[src/rtl/cm_dfs_pkg.sv]
package cm_dfs_pkg;
  localparam int CTRL_OFS  = 'h14;
  localparam int CFG_BASE  = 'h1C;
  localparam int M_BASE    = 'h5C;
  localparam int N_BASE    = 'h9C;
  localparam int SRC_LSB   = 8;
  localparam int MODE_LSB  = 12;
  localparam int SRC_W     = 3;
  localparam int MODE_W    = 2;
  localparam int LVL_FLD_W = 4;

  typedef enum logic [2:0] {
    RK_NONE,
    RK_CTRL,
    RK_CFG,
    RK_M,
    RK_N
  } reg_kind_e;
endpackage

[src/rtl/cm_dfs_addr_dec.sv]
module cm_dfs_addr_dec
  import cm_dfs_pkg::*;
#(
  parameter int ADDR_W     = 8,
  parameter int NUM_LEVELS = 8,
  parameter int LVL_W      = 3
) (
  input  logic [ADDR_W-1:0] addr,
  output reg_kind_e         kind,
  output logic [LVL_W-1:0]  idx
);
  localparam int SPAN = 4 * NUM_LEVELS;

  int a;

  always_comb begin
    a    = int'(addr);
    kind = RK_NONE;
    idx  = '0;
    if (a == CTRL_OFS) begin
      kind = RK_CTRL;
    end else if (addr[1:0] == 2'b00) begin
      if (a >= CFG_BASE && a < CFG_BASE + SPAN) begin
        kind = RK_CFG;
        idx  = LVL_W'((a - CFG_BASE) >> 2);
      end else if (a >= M_BASE && a < M_BASE + SPAN) begin
        kind = RK_M;
        idx  = LVL_W'((a - M_BASE) >> 2);
      end else if (a >= N_BASE && a < N_BASE + SPAN) begin
        kind = RK_N;
        idx  = LVL_W'((a - N_BASE) >> 2);
      end
    end
  end
endmodule

[src/rtl/cm_dfs_ctrl.sv]
module cm_dfs_ctrl
  import cm_dfs_pkg::*;
#(
  parameter int NUM_LEVELS = 8,
  parameter int LVL_W      = 3
) (
  input  logic                 clk,
  input  logic                 rst_n,
  input  logic                 wr_en,
  input  reg_kind_e            kind,
  input  logic [LVL_FLD_W:0]   wr_bits,
  output logic                 en_q,
  output logic [LVL_W-1:0]     lvl_q
);
  logic             ld;
  logic             en_d;
  logic [LVL_W-1:0] lvl_d;
  logic [LVL_FLD_W-1:0] fld;

  always_comb begin
    ld    = wr_en && (kind == RK_CTRL);
    fld   = wr_bits[LVL_FLD_W:1];
    en_d  = en_q;
    lvl_d = lvl_q;
    if (ld) begin
      en_d = wr_bits[0];
      if (int'(fld) >= NUM_LEVELS) lvl_d = LVL_W'(NUM_LEVELS - 1);
      else                         lvl_d = LVL_W'(fld);
    end
  end

  always_ff @(posedge clk or negedge rst_n) begin
    if (!rst_n) begin
      en_q  <= 1'b0;
      lvl_q <= '0;
    end else begin
      en_q  <= en_d;
      lvl_q <= lvl_d;
    end
  end
endmodule

[src/rtl/cm_dfs_level_bank.sv]
module cm_dfs_level_bank
  import cm_dfs_pkg::*;
#(
  parameter int NUM_LEVELS = 8,
  parameter int LVL_W      = 3,
  parameter int HID_W      = 5,
  parameter int MND_W      = 8
) (
  input  logic              clk,
  input  logic              rst_n,
  input  logic              wr_en,
  input  reg_kind_e         kind,
  input  logic [LVL_W-1:0]  idx,
  input  logic [HID_W-1:0]  wr_div,
  input  logic [SRC_W-1:0]  wr_src,
  input  logic [MODE_W-1:0] wr_mode,
  input  logic [MND_W-1:0]  wr_mnd,
  output logic [HID_W-1:0]  div_o  [NUM_LEVELS],
  output logic [SRC_W-1:0]  src_o  [NUM_LEVELS],
  output logic [MODE_W-1:0] mode_o [NUM_LEVELS],
  output logic [MND_W-1:0]  m_o    [NUM_LEVELS],
  output logic [MND_W-1:0]  n_o    [NUM_LEVELS]
);
  for (genvar g = 0; g < NUM_LEVELS; g++) begin : g_lvl
    logic              hit, ld_cfg, ld_m, ld_n;
    logic [HID_W-1:0]  div_q, div_d;
    logic [SRC_W-1:0]  src_q, src_d;
    logic [MODE_W-1:0] mode_q, mode_d;
    logic [MND_W-1:0]  m_q, m_d, n_q, n_d;

    always_comb begin
      hit    = wr_en && (idx == LVL_W'(g));
      ld_cfg = hit && (kind == RK_CFG);
      ld_m   = hit && (kind == RK_M);
      ld_n   = hit && (kind == RK_N);
      div_d  = ld_cfg ? wr_div  : div_q;
      src_d  = ld_cfg ? wr_src  : src_q;
      mode_d = ld_cfg ? wr_mode : mode_q;
      m_d    = ld_m   ? wr_mnd  : m_q;
      n_d    = ld_n   ? wr_mnd  : n_q;
    end

    always_ff @(posedge clk or negedge rst_n) begin
      if (!rst_n) begin
        div_q  <= '0;
        src_q  <= '0;
        mode_q <= '0;
        m_q    <= '0;
        n_q    <= '0;
      end else begin
        div_q  <= div_d;
        src_q  <= src_d;
        mode_q <= mode_d;
        m_q    <= m_d;
        n_q    <= n_d;
      end
    end

    assign div_o[g]  = div_q;
    assign src_o[g]  = src_q;
    assign mode_o[g] = mode_q;
    assign m_o[g]    = m_q;
    assign n_o[g]    = n_q;
  end
endmodule

[src/rtl/cm_dfs_select.sv]
module cm_dfs_select
  import cm_dfs_pkg::*;
#(
  parameter int NUM_LEVELS = 8,
  parameter int LVL_W      = 3,
  parameter int HID_W      = 5,
  parameter int MND_W      = 8
) (
  input  logic              en,
  input  logic [LVL_W-1:0]  lvl,
  input  logic [HID_W-1:0]  lv_div  [NUM_LEVELS],
  input  logic [SRC_W-1:0]  lv_src  [NUM_LEVELS],
  input  logic [MODE_W-1:0] lv_mode [NUM_LEVELS],
  input  logic [MND_W-1:0]  lv_m    [NUM_LEVELS],
  input  logic [MND_W-1:0]  lv_n    [NUM_LEVELS],
  input  logic [HID_W-1:0]  mn_div,
  input  logic [SRC_W-1:0]  mn_src,
  input  logic [MODE_W-1:0] mn_mode,
  input  logic [MND_W-1:0]  mn_m,
  input  logic [MND_W-1:0]  mn_n,
  output logic [HID_W-1:0]  o_div,
  output logic [SRC_W-1:0]  o_src,
  output logic [MODE_W-1:0] o_mode,
  output logic [MND_W-1:0]  o_m,
  output logic [MND_W-1:0]  o_n
);
  logic [MND_W-1:0] m_pick, n_pick;

  always_comb begin
    if (en) begin
      o_div  = (lv_div[lvl] == '0) ? HID_W'(1) : lv_div[lvl];
      o_src  = lv_src[lvl];
      o_mode = lv_mode[lvl];
      m_pick = lv_m[lvl];
      n_pick = lv_n[lvl];
    end else begin
      o_div  = mn_div;
      o_src  = mn_src;
      o_mode = mn_mode;
      m_pick = mn_m;
      n_pick = mn_n;
    end
    o_m = m_pick;
    o_n = (~n_pick) + m_pick;
  end
endmodule

[src/rtl/cm_dfs_selector.sv]
module cm_dfs_selector
  import cm_dfs_pkg::*;
#(
  parameter int ADDR_W     = 8,
  parameter int NUM_LEVELS = 8,
  parameter int HID_W      = 5,
  parameter int MND_W      = 8
) (
  input  logic              clk,
  input  logic              rst_n,
  input  logic              reg_wr_en,
  input  logic [ADDR_W-1:0] reg_addr,
  input  logic [31:0]       reg_wr_data,
  output logic [31:0]       reg_rd_data,
  input  logic [31:0]       main_cfg,
  input  logic [31:0]       main_m,
  input  logic [31:0]       main_n,
  output logic [HID_W-1:0]  out_div,
  output logic [2:0]        out_src,
  output logic [1:0]        out_mode,
  output logic [MND_W-1:0]  out_m,
  output logic [MND_W-1:0]  out_n,
  output logic              out_dfs_active
);
  localparam int LVL_W = (NUM_LEVELS > 1) ? $clog2(NUM_LEVELS) : 1;

  logic [1:0]       rst_sync_q;
  logic             core_rst_n;
  reg_kind_e        kind;
  logic [LVL_W-1:0] idx;
  logic             en_q;
  logic [LVL_W-1:0] lvl_q;

  logic [HID_W-1:0]  lv_div  [NUM_LEVELS];
  logic [SRC_W-1:0]  lv_src  [NUM_LEVELS];
  logic [MODE_W-1:0] lv_mode [NUM_LEVELS];
  logic [MND_W-1:0]  lv_m    [NUM_LEVELS];
  logic [MND_W-1:0]  lv_n    [NUM_LEVELS];

  logic unused_bits;
  assign unused_bits = ^{reg_wr_data, main_cfg, main_m, main_n};

  always_ff @(posedge clk or negedge rst_n) begin
    if (!rst_n) rst_sync_q <= 2'b00;
    else        rst_sync_q <= {rst_sync_q[0], 1'b1};
  end
  assign core_rst_n = rst_sync_q[1];

  cm_dfs_addr_dec #(.ADDR_W(ADDR_W), .NUM_LEVELS(NUM_LEVELS), .LVL_W(LVL_W)) u_dec (
    .addr (reg_addr),
    .kind (kind),
    .idx  (idx)
  );

  cm_dfs_ctrl #(.NUM_LEVELS(NUM_LEVELS), .LVL_W(LVL_W)) u_ctrl (
    .clk     (clk),
    .rst_n   (core_rst_n),
    .wr_en   (reg_wr_en),
    .kind    (kind),
    .wr_bits (reg_wr_data[LVL_FLD_W:0]),
    .en_q    (en_q),
    .lvl_q   (lvl_q)
  );

  cm_dfs_level_bank #(.NUM_LEVELS(NUM_LEVELS), .LVL_W(LVL_W), .HID_W(HID_W), .MND_W(MND_W)) u_bank (
    .clk     (clk),
    .rst_n   (core_rst_n),
    .wr_en   (reg_wr_en),
    .kind    (kind),
    .idx     (idx),
    .wr_div  (reg_wr_data[HID_W-1:0]),
    .wr_src  (reg_wr_data[SRC_LSB +: SRC_W]),
    .wr_mode (reg_wr_data[MODE_LSB +: MODE_W]),
    .wr_mnd  (reg_wr_data[MND_W-1:0]),
    .div_o   (lv_div),
    .src_o   (lv_src),
    .mode_o  (lv_mode),
    .m_o     (lv_m),
    .n_o     (lv_n)
  );

  cm_dfs_select #(.NUM_LEVELS(NUM_LEVELS), .LVL_W(LVL_W), .HID_W(HID_W), .MND_W(MND_W)) u_sel (
    .en      (en_q),
    .lvl     (lvl_q),
    .lv_div  (lv_div),
    .lv_src  (lv_src),
    .lv_mode (lv_mode),
    .lv_m    (lv_m),
    .lv_n    (lv_n),
    .mn_div  (main_cfg[HID_W-1:0]),
    .mn_src  (main_cfg[SRC_LSB +: SRC_W]),
    .mn_mode (main_cfg[MODE_LSB +: MODE_W]),
    .mn_m    (main_m[MND_W-1:0]),
    .mn_n    (main_n[MND_W-1:0]),
    .o_div   (out_div),
    .o_src   (out_src),
    .o_mode  (out_mode),
    .o_m     (out_m),
    .o_n     (out_n)
  );

  assign out_dfs_active = en_q;

  always_comb begin
    reg_rd_data = '0;
    unique case (kind)
      RK_CTRL: begin
        reg_rd_data[0]             = en_q;
        reg_rd_data[LVL_FLD_W:1]   = LVL_FLD_W'(lvl_q);
      end
      RK_CFG: begin
        reg_rd_data[HID_W-1:0]            = lv_div[idx];
        reg_rd_data[SRC_LSB +: SRC_W]     = lv_src[idx];
        reg_rd_data[MODE_LSB +: MODE_W]   = lv_mode[idx];
      end
      RK_M:    reg_rd_data[MND_W-1:0] = lv_m[idx];
      RK_N:    reg_rd_data[MND_W-1:0] = lv_n[idx];
      default: reg_rd_data = '0;
    endcase
  end
endmodule

[config.mk]
export PLATFORM = sky130hd
export DESIGN_NAME = cm_dfs_selector
export DESIGN_NICKNAME = d
export VERILOG_FILES = /design/src/rtl/cm_dfs_pkg.sv /design/src/rtl/cm_dfs_addr_dec.sv /design/src/rtl/cm_dfs_ctrl.sv /design/src/rtl/cm_dfs_level_bank.sv /design/src/rtl/cm_dfs_select.sv /design/src/rtl/cm_dfs_selector.sv
export SDC_FILE = /design/constraint.sdc
export NUM_CORES = 1
export LEC_CHECK = 0
export CAP_MARGIN = 20
export CORE_MARGIN = 2
export CORE_UTILIZATION = 50
export DETAILED_ROUTE_END_ITERATION = 7
export GPL_ROUTABILITY_DRIVEN = 0
export PLACE_DENSITY = 0.81
export RECOVER_POWER = 100
export SLEW_MARGIN = 10
export SYNTH_ARGS = -nofsm -noshare
export SYNTH_HDL_FRONTEND = slang
export SYNTH_HIERARCHICAL = 1
export SYNTH_SLANG_ARGS = --single-unit
[constraint.sdc]
create_clock -name clk -period 8.2 [get_ports clk]
set_clock_uncertainty 0.15 [all_clocks]
set_input_delay 1.64 -clock clk [delete_from_list [all_inputs] [get_ports clk]]
set_output_delay 1.64 -clock clk [all_outputs]
set_load 0.05 [all_outputs]
# After elaboration in Yosys (flattened, before gate mapping)
# Cells that the tools add are included.
dict set report op_classes {
  bitwise 3
  n_lt_le_gt_ge 9
  reduce_logical 39
  n_eq_ne 12
  mux 51
  add_sub_neg 4
}
# cell n
set ops {}
lappend ops {{binary-select mux 8 bit (select 3 bit)} 4}
lappend ops {{two-way mux 8 bit} 10}
lappend ops {{two-way mux 3 bit} 17}
lappend ops {{logical AND 1 bit} 36}
lappend ops {{binary-select mux 5 bit (select 3 bit)} 2}
lappend ops {{two-way mux 5 bit} 6}
lappend ops {{case mux 5 bit (4 select lines)} 1}
lappend ops {{binary-select mux 3 bit (select 3 bit)} 2}
lappend ops {{equality test 3 bit, second input constant} 5}
lappend ops {{subtractor 5 bit, second input constant} 3}
lappend ops {{binary-select mux 2 bit (select 3 bit)} 2}
lappend ops {{equality test 3 x 2 -> 1 bit, second input constant} 4}
lappend ops {{>= comparator 4 bit, second input constant} 3}
lappend ops {{two-way mux 2 bit} 6}
lappend ops {{adder 8 bit} 1}
lappend ops {{equality test 8 x 6 -> 1 bit, second input constant} 1}
lappend ops {{>= comparator 8 x 5 -> 1 bit, second input constant} 1}
lappend ops {{>= comparator 8 x 7 -> 1 bit, second input constant} 1}
lappend ops {{>= comparator 8 bit, second input constant} 1}
lappend ops {{< comparator 8 x 6 -> 1 bit, second input constant} 1}
lappend ops {{< comparator 8 x 7 -> 1 bit, second input constant} 1}
lappend ops {{< comparator 8 bit, second input constant} 1}
lappend ops {{NOT 3 -> 4 bit} 2}
lappend ops {{NOT 8 bit} 1}
lappend ops {{other kinds (5)} 6}
dict set report totals {
  input_bits 139
  reg_bits 214
  wordCells 161
}

# Longest topological paths before layout
# Gate-level depths: netlist of run 1.
dict set report logic_depth {
  ltp_word 12
  depth_mapped 14
  ltp_nobuf 11
}

# By module
# Netlist of run 1, hierarchy kept.
# module area_per_inst_um2 n_inst seq_area_each_um2 cells_per_inst
set modules_own_cells {}
lappend modules_own_cells {cm_dfs_level_bank 7918.8 1 5205.0 465}
lappend modules_own_cells {cm_dfs_select 2030.7 1 0.0 181}
lappend modules_own_cells {cm_dfs_selector 2000.7 1 50.0 197}
lappend modules_own_cells {cm_dfs_addr_dec 192.7 1 0.0 25}
lappend modules_own_cells {cm_dfs_ctrl 178.9 1 100.1 16}

# Least setup slack after synthesis of run 1
# Ideal clock, no wire load.
dict set report synth_timing {
  path_kind {input to output}
  startpoint {input reg_addr[3]}
  endpoint {output reg_rd_data[1]}
  setup_slack_ns 1.965
  path_stages 13
  arrival_ns 4.445
  cell_sequence {inv_1 > ha_1 > nand4bb_1 > a21o_1 > a2bb2oi_2 > nor2_1 > buf_4 > buf_4 > buf_4 > mux2i_1 > o22ai_1 > o22ai_1 > o22ai_1}
}
dict set report synth_between {
  elab_chain_cells 12
  elab_cells_between_ends 38
  classes_between {add/sub: 3; order compare: 6; eq/ne: 5; mux: 20; bitwise: 1; reduce/logical: 3}
}
# item line
set synth_lines {}
lappend synth_lines {{start: declaration} cm_dfs_selector.sv:12} ;# input logic [ADDR_W-1:0] reg_addr,
lappend synth_lines {{>= comparator 8 bit or < comparator 8 bit (tied branches)} cm_dfs_addr_dec.sv:29} ;# end else if (a >= N_BASE && a < N_BASE + SPAN) begin
lappend synth_lines {{logical AND 1 bit} cm_dfs_addr_dec.sv:29}
lappend synth_lines {{two-way mux 3 bit} cm_dfs_addr_dec.sv:29}
lappend synth_lines {{two-way mux 3 bit} cm_dfs_addr_dec.sv:26} ;# end else if (a >= M_BASE && a < M_BASE + SPAN) begin
lappend synth_lines {{two-way mux 3 bit} cm_dfs_addr_dec.sv:23} ;# if (a >= CFG_BASE && a < CFG_BASE + SPAN) begin
lappend synth_lines {{two-way mux 3 bit} cm_dfs_addr_dec.sv:22} ;# end else if (addr[1:0] == 2'b00) begin
lappend synth_lines {{two-way mux 3 bit (*)} cm_dfs_addr_dec.sv:20} ;# if (a == CTRL_OFS) begin
lappend synth_lines {{via idx[0]} cm_dfs_selector.sv:30} ;# logic [LVL_W-1:0] idx;
lappend synth_lines {{NOT 3 -> 4 bit (not written as such) (*)} {cm_dfs_selector.sv:112, cm_dfs_selector.sv:116, cm_dfs_selector.sv:117}}
lappend synth_lines {{binary-select mux 8 bit (select 3 bit) (tied with other cells)} cm_dfs_selector.sv:117} ;# RK_N: reg_rd_data[MND_W-1:0] = lv_n[idx];
lappend synth_lines {{two-way mux 8 bit (not written as such) (tied with other cells) (2 in a row)} cm_dfs_selector.sv:117}
lappend synth_lines {{case mux 5 bit (4 select lines) (*)} cm_dfs_selector.sv:106} ;# unique case (kind)
lappend synth_lines {{end: declaration} cm_dfs_selector.sv:14} ;# output logic [31:0] reg_rd_data,
# The timed path passes the listed nets; every way through them passes the cells marked *. The select of a mux whose other input is x is not followed.

# Worst setup path in the final report of run 1
dict set report layout_timing {
  startpoint {input reg_addr[2]}
  endpoint {output reg_rd_data[2]}
}
# The elaborated chain is that of the path after synthesis.

==> results of run 1 <==
-- state kept, by name (all words and copies together), names as in the netlist --
name                 flops
u_bank/g_lvl.m_q        64
u_ctrl/en_q              1
u_ctrl/lvl_q             3
u_bank/g_lvl.mode_q     16
rst_sync_q               2
u_bank/g_lvl.n_q        64
u_bank/g_lvl.src_q      24
u_bank/g_lvl.div_q      40
-- where the power goes --
group / internal [uW] / switching (uW)
logic: 267 / 442
clock network: 564 / 404
registers: 1090 / 61.7
-- cell usage in the layout (no fill, tap or decap), types with 11 or more instances in the layout --
cell type	n
mux2_2	205
nand2_1	24
o21ai_0	11
dfrtp_1	211
conb_1	20
dlygate4sd3_1	39
nor2_1	44
o22ai_1	21
mux2i_1	69
mux4_2	86
a21oi_1	23
clkdlybuf4s50_1	50
clkbuf_16	23
-- synthesized netlist by cell type (8+ instances only) --
cell,count
nand2_1,20
dfrtp_1,214
xnor2_1,8
buf_2,17
mux4_2,86
a21oi_1,23
o21ai_0,11
nor2_1,35
ha_1,10
o22ai_1,21
nor2b_1,8
buf_4,30
mux2i_1,69
clkbuf_1,20
mux2_2,207
-- final cells by class --
cell class                 count  area (um^2)
antenna                        1         2.50
fill                        1871        10200
tap                          324          405
multi-input combinational    611         6490
clock inverter                 5         27.5
sequential                   214         5360
inverter                       5         18.8
clock buffer                  33          673
timing repair buffer         106         1020
-- metrics by stage --
stage | instances | cell area (um^2) | utilization (%) | hold WS [ps] | setup WS, ps
floorplan | 902 | 12400 | - | 181 | 1640
global placement | 1260 | 13400 | 55.4 | 72.8 | 575
detailed placement | 1260 | 13400 | 55.4 | 77.3 | 516
CTS | 1298 | 14100 | 58.3 | 85.1 | 481
global route | 1298 | 14000 | 57.7 | 231 | 146
finish | 1299 | 14000 | 57.8 | 200 | 371
-- metal layers --
metal / vias to the layer above / part of all wire [%] / GRT usage, %
met4: 0 / 2.1 / 6.70
li1: 3500 / - / -
met5: - / 0 / 0
met1: 4226 / 41 / 32.3
met2: 324 / 50 / 40.5
met3: 46 / 7.6 / 4.31
-- kinds of logic after synthesis --
family	Yosys count	share of synthesized area, %
buf+inv	77	3.58
simple gates	112	5.64
fa+ha+maj	11	1.18
xor+xnor	10	0.711
flops	214	43.5
mux	368	40.8
other cells	2	0.0609
compound gates	90	4.58
-- how the worst max path moves through the flow --
| stage | startpoint | endpoint | cells after the start |
|---|---|---|---|
| finish | reg_addr[2] | reg_rd_data[2] | 13 |
| global route | reg_addr[2] | reg_rd_data[2] | 13 |
| CTS | reg_addr[2] | reg_rd_data[2] | 13 |
| detailed placement | reg_addr[2] | reg_rd_data[2] | 13 |
| global placement | reg_addr[2] | reg_rd_data[3] | 12 |
| floorplan | rst_sync_q[1]$_DFF_PN0_ | u_bank/g_lvl[0].div_q[0]$_DFFE_PN0P_ | 0 |
==> flow_summary_export.csv, run 1 <==
group,metric,value,unit
die,ioPinCount,198,
setup_path,worstRegToRegCells,2,
setup_path,crit_path_cell_trace,"dlygate4sd3_1 > ha_1 > o21ai_0 > o21ai_0 > a2bb2oi_1 > nor2_4 > buf_12 > mux2i_1 > o22ai_1 > o21ai_1 > and3_1 > o22ai_1 > dlygate4sd3_1",
pwr,power.leakage,0.00635,uW
global_route,grt_util_all_layers,24.0,%
clock_tree,clkSinkCount,214,
pwr,vdd_drop_max,270,uV
setup_path,critical-path-top-delay-family,"buffers and inverters",
yosys,synth_edf_count,0,
timing,tightest_slew,4150,ps
timing,maxSlewViolCount,171,
timing,rsz0062_at_grt,"no",
yosys,yosysUniqueCellTypes,59,
die,start_util,50.8,%
routing,wl_per_cell,23.6,um
hold_path,min_from,"rst_sync_q[0]$_DFF_PN0_",
pwr,powerDensity,202,mW/mm^2
clock_tree,max-clock-path-buffers,3,
setup_path,critPathBufInv,3,
timing,fmax,128,MHz
cells_and_area,syn2layout_area_growth,13.6,%
setup_path,r2r-end,"u_bank/g_lvl[2].m_q[6]$_DFFE_PN0P_",
routing,dr.pass1.iters,5,
global_route,first_global_vias,8482,
status,violations,"max-capacitance violations, max-slew violations",
clock_tree,numCtsBuffers,22,
setup_path,criticalPathCategory,"in2out",
setup_path,slowest_delay,930,ps
timing,setup_viol,0,
yosys,netlist_instances,884,
setup_path,worstReg2RegStart,"rst_sync_q[1]$_DFF_PN0_",
yosys,postSynth.asyncResetShare,100,%
routing,vias,8096,
pwr,finalPower,2830,uW
yosys,ys_seq_area_share,43.5,%
setup_path,critical_path.slowest_cell,"dlygate4sd3_1",
routing,vias_per_cell,6.23,
cells_and_area,drive_above_1_share,35.3,%
timing,fin_crit,7830,ps
global_route,antenna_found_initial,1,
global_route,gr-total-overflow,0,
global_route,grt_pass1_wl,48000,um
die,fp.coreArea,0.0242,mm^2
routing,drt_iter0_markers,576,
timing,period_share,95.5,%
yosys,synth_top_area_share,43.5,%
setup_path,path_max_fanout,38,
timing,relSlewSlack,-177,%
placed_design,dp_hpwl,20000,um
yosys,ys_ff_latch,214,
clock_tree,clk_latency,500,ps
routing,ant_nets,0,
hold_path,whs_path_depth,0,
global_route,grt_start_max_net_pins,78,
placed_design,portBuffers,89,
yosys,syn_area,0.0123,mm^2
clock_tree,cts_htree_levels,1,
routing,finalWirelength,30600,um
yosys,ys.flop_type,"dfrtp_1",
setup_path,end_kind,"primary output",
setup_path,worstSetupStartpointType,"input pin",
die,die_area,0.0259,mm^2
clock_tree,hold_buffers,0,
clock_tree,clkTransAtPathRegs,60,ps
cells_and_area,nNetsFinal,1110,
timing,fin_setup_tns,0,ps
yosys,yosys_warnings,6,
die,die_x,161,um
clock_tree,post_cts_buffers,0,
hold_path,hold_path.class,"reg2reg",
hold_path,hold_end,"rst_sync_q[1]$_DFF_PN0_",
yosys,yosysTopAreaCell,"dfrtp_1",
yosys,ys_top_cells_by_area,"dfrtp_1 43%, mux2_2 19%, mux4_2 16%",
setup_path,arrival,6040,ps
run,timing.max_cap.violations,3,
routing,drc,0,
status,status,"finished with violations",
die,std_cell_rows,57,
clock_tree,tritoncts,"done",
die,die_h,161,um
setup_path,ff2ff_setup_slack,2650,ps
setup_path,crit_required,6410,ps
clock_tree,cts.repair.resized,0,
yosys,syn_area_per_cell,13.9,um^2
clock_tree,cts_root_buf,"clkbuf_16",
timing,hold_viol_final,0,
(Power assumes the default switching activity.)
==> run 2, diff against run 1 <==
CORE_UTILIZATION = 49   (was 50)
PLACE_DENSITY = 0.83   (was 0.81)
clock period = 6.4 ns   (was 8.2 ns; I/O delays follow)
==> run 2 against run 1 <==
Effect of this change:
- final cell count grew 1.5%
- the run still ends with max-capacitance violations, max-slew violations left
- hold slack worse by 140 ps
- cell area up 1.2%
- count of clock-buffer cells in the layout is the same
- total power rose by 27%
==> flow_summary_export.csv, run 2 (same netlist as run 1, synthesis figures left out) <==
group,metric,value,unit
pwr,power.leakage,0.00641,uW
global_route,grt_start_max_net_pins,137,
cells_and_area,final_common_cell,"dfrtp_1",
global_route,grt_util_all_layers,23.7,%
routing,dr.pass1.iters,5,
timing,hold_viol_final,0,
setup_path,end_kind,"primary output",
timing,rsz0062_at_grt,"no",
placed_design,portBuffers,89,
status,violations,"max-capacitance violations, max-slew violations",
cells_and_area,final_cells,1318,
timing,maxSlewViolCount,225,
routing,drc,0,
status,status,"finished with violations",
clock_tree,cts_htree_levels,1,
routing,finalWirelength,30600,um
die,start_util,49.4,%
global_route,first_global_vias,8362,
routing,drt_iter0_markers,652,
die,fp.coreArea,0.0250,mm^2
routing,vias,8224,
cells_and_area,drive_above_1_share,36.8,%
timing,setup_viol,0,
cells_and_area,top_regs,"u_bank/g_lvl.m_q: 64 flops, u_bank/g_lvl.n_q: 64 flops, u_bank/g_lvl.div_q: 40 flops",
clock_tree,clk_latency,500,ps
cells_and_area,mostFrequentLayoutCells,"210 x dfrtp_1, 203 x mux2_2, 86 x mux4_2",
cells_and_area,syn2layout_area_growth,15.0,%
die,ioPinCount,198,
routing,ant_nets,0,
timing,fin_setup_tns,0,ps
clock_tree,numCtsBuffers,23,
setup_path,crit_required,4970,ps
cells_and_area,fillers,1931,
setup_path,worstRegToRegCells,1,
timing,fmax,162,MHz
clock_tree,hold_buffers,0,
timing,fin_ws,243,ps
run,timing.max_cap.violations,3,
clock_tree,post_cts_buffers,0,
clock_tree,cts_root_buf,"clkbuf_16",
die,die_h,163,um
global_route,gr-total-overflow,0,
setup_path,ff2ff_setup_slack,1940,ps
timing,period_share,96.2,%
placed_design,place_ws,317,ps
setup_path,path_max_fanout,14,
clock_tree,tritoncts,"done",
cells_and_area,final_design_area_no_fill,0.0142,mm^2
routing,vias_per_cell,6.24,
die,die_area,0.0264,mm^2
timing,relSlewSlack,-129,%
pwr,vdd_drop_max,321,uV
timing,fin_crit,6160,ps
placed_design,dp_hpwl,20400,um
placed_design,place_area,0.0137,mm^2
hold_path,hold_path.class,"reg2async",
global_route,grt_pass1_wl,48100,um
setup_path,criticalPathCategory,"in2out",
timing,tightest_slew,3430,ps
setup_path,arrival,4730,ps
routing,wl_per_cell,23.2,um
cells_and_area,nNetsFinal,1126,
global_route,antenna_found_initial,2,
die,die_x,163,um
clock_tree,clkSinkCount,214,
setup_path,worstSetupStartpointType,"input pin",
pwr,powerDensity,254,mW/mm^2
clock_tree,clkTransAtPathRegs,60,ps
placed_design,dpl.cell_count,1280,
clock_tree,max-clock-path-buffers,3,
die,std_cell_rows,58,
[run 2: changes by cell type in the layout (fill, tap and decap cells not counted), sizes merged]
cell	change
clkinvlp	-1
buf	+25
inv	+1
clkbuf	+4
dlygate4sd3	-14
clkinv	-2
[run 2: critical path: stages]
cell and delay [ps]:
dlygate4sd3_1 660, ha_1 280, o21ai_0 100, o21ai_0 290, a2bb2oi_2 170, nor2_4 250, buf_12 210, buf_4 230
buf_4 220, mux4_2 520, mux2i_1 150, o22ai_1 160, buf_12 210
[run 2: layout make-up]
| type | count | area (um^2) | share of cell area (%) |
|---|---|---|---|
| Antenna cell | 1 | 2.50 | 0.0177 |
| Multi-Input combinational cell | 611 | 6500 | 45.8 |
| Clock inverter | 3 | 18.8 | 0.132 |
| Inverter | 5 | 18.8 | 0.132 |
| Clock buffer | 33 | 643 | 4.54 |
| Sequential cell | 214 | 5360 | 37.8 |
| Tap cell | 330 | 413 | 2.91 |
| Timing Repair Buffer | 121 | 1210 | 8.57 |
[run 2: layer usage]
metal	vias to the layer above	wire, um	GRT usage, %	part of all wire, %
met5	-	13	0	0.042
met4	2	802	7.04	2.6
met3	82	2720	4.94	8.9
met2	374	14700	38.6	48
met1	4230	12400	32.5	41
li1	3536	-	-	-
[run 2: worst paths after layout]
| kind | startpoint | endpoint |
|---|---|---|
| hold reg to reg | rst_sync_q[1]$_DFF_PN0_ | u_bank/g_lvl[3].src_q[2]$_DFFE_PN0P_ |
| min in group clk | rst_sync_q[0]$_DFF_PN0_ | rst_sync_q[1]$_DFF_PN0_ |
| setup reg to reg | rst_sync_q[1]$_DFF_PN0_ | u_ctrl/lvl_q[0]$_DFFE_PN0P_ |
| setup / recovery | reg_addr[2] | reg_rd_data[6] |
| hold / removal | rst_sync_q[1]$_DFF_PN0_ | u_bank/g_lvl[3].src_q[2]$_DFFE_PN0P_ |
| max in group asynchronous | rst_sync_q[1]$_DFF_PN0_ | u_ctrl/lvl_q[0]$_DFFE_PN0P_ |
[run 2: power by group]
part	switching, uW	internal (uW)
registers	76.1	1400
clock network	509	691
logic	575	350
total	1160	2440
[run 2: per-stage QoR]
stage	util (%)	hold WS, ps	power [uW]
3_5_place_dp	54.9	191	2460
6_report	56.8	56.9	3600
4_1_cts	57.5	203	3670
3_3_place_gp	54.9	186	2450
2_1_floorplan	-	181	2170
5_1_grt	56.7	99.8	3750
[run 2: timing repair]
item	4_1_cts	5_1_grt
gates resized for setup	0	2
endpoints found under the setup margin	0	2
endpoints found under the hold margin	0	0
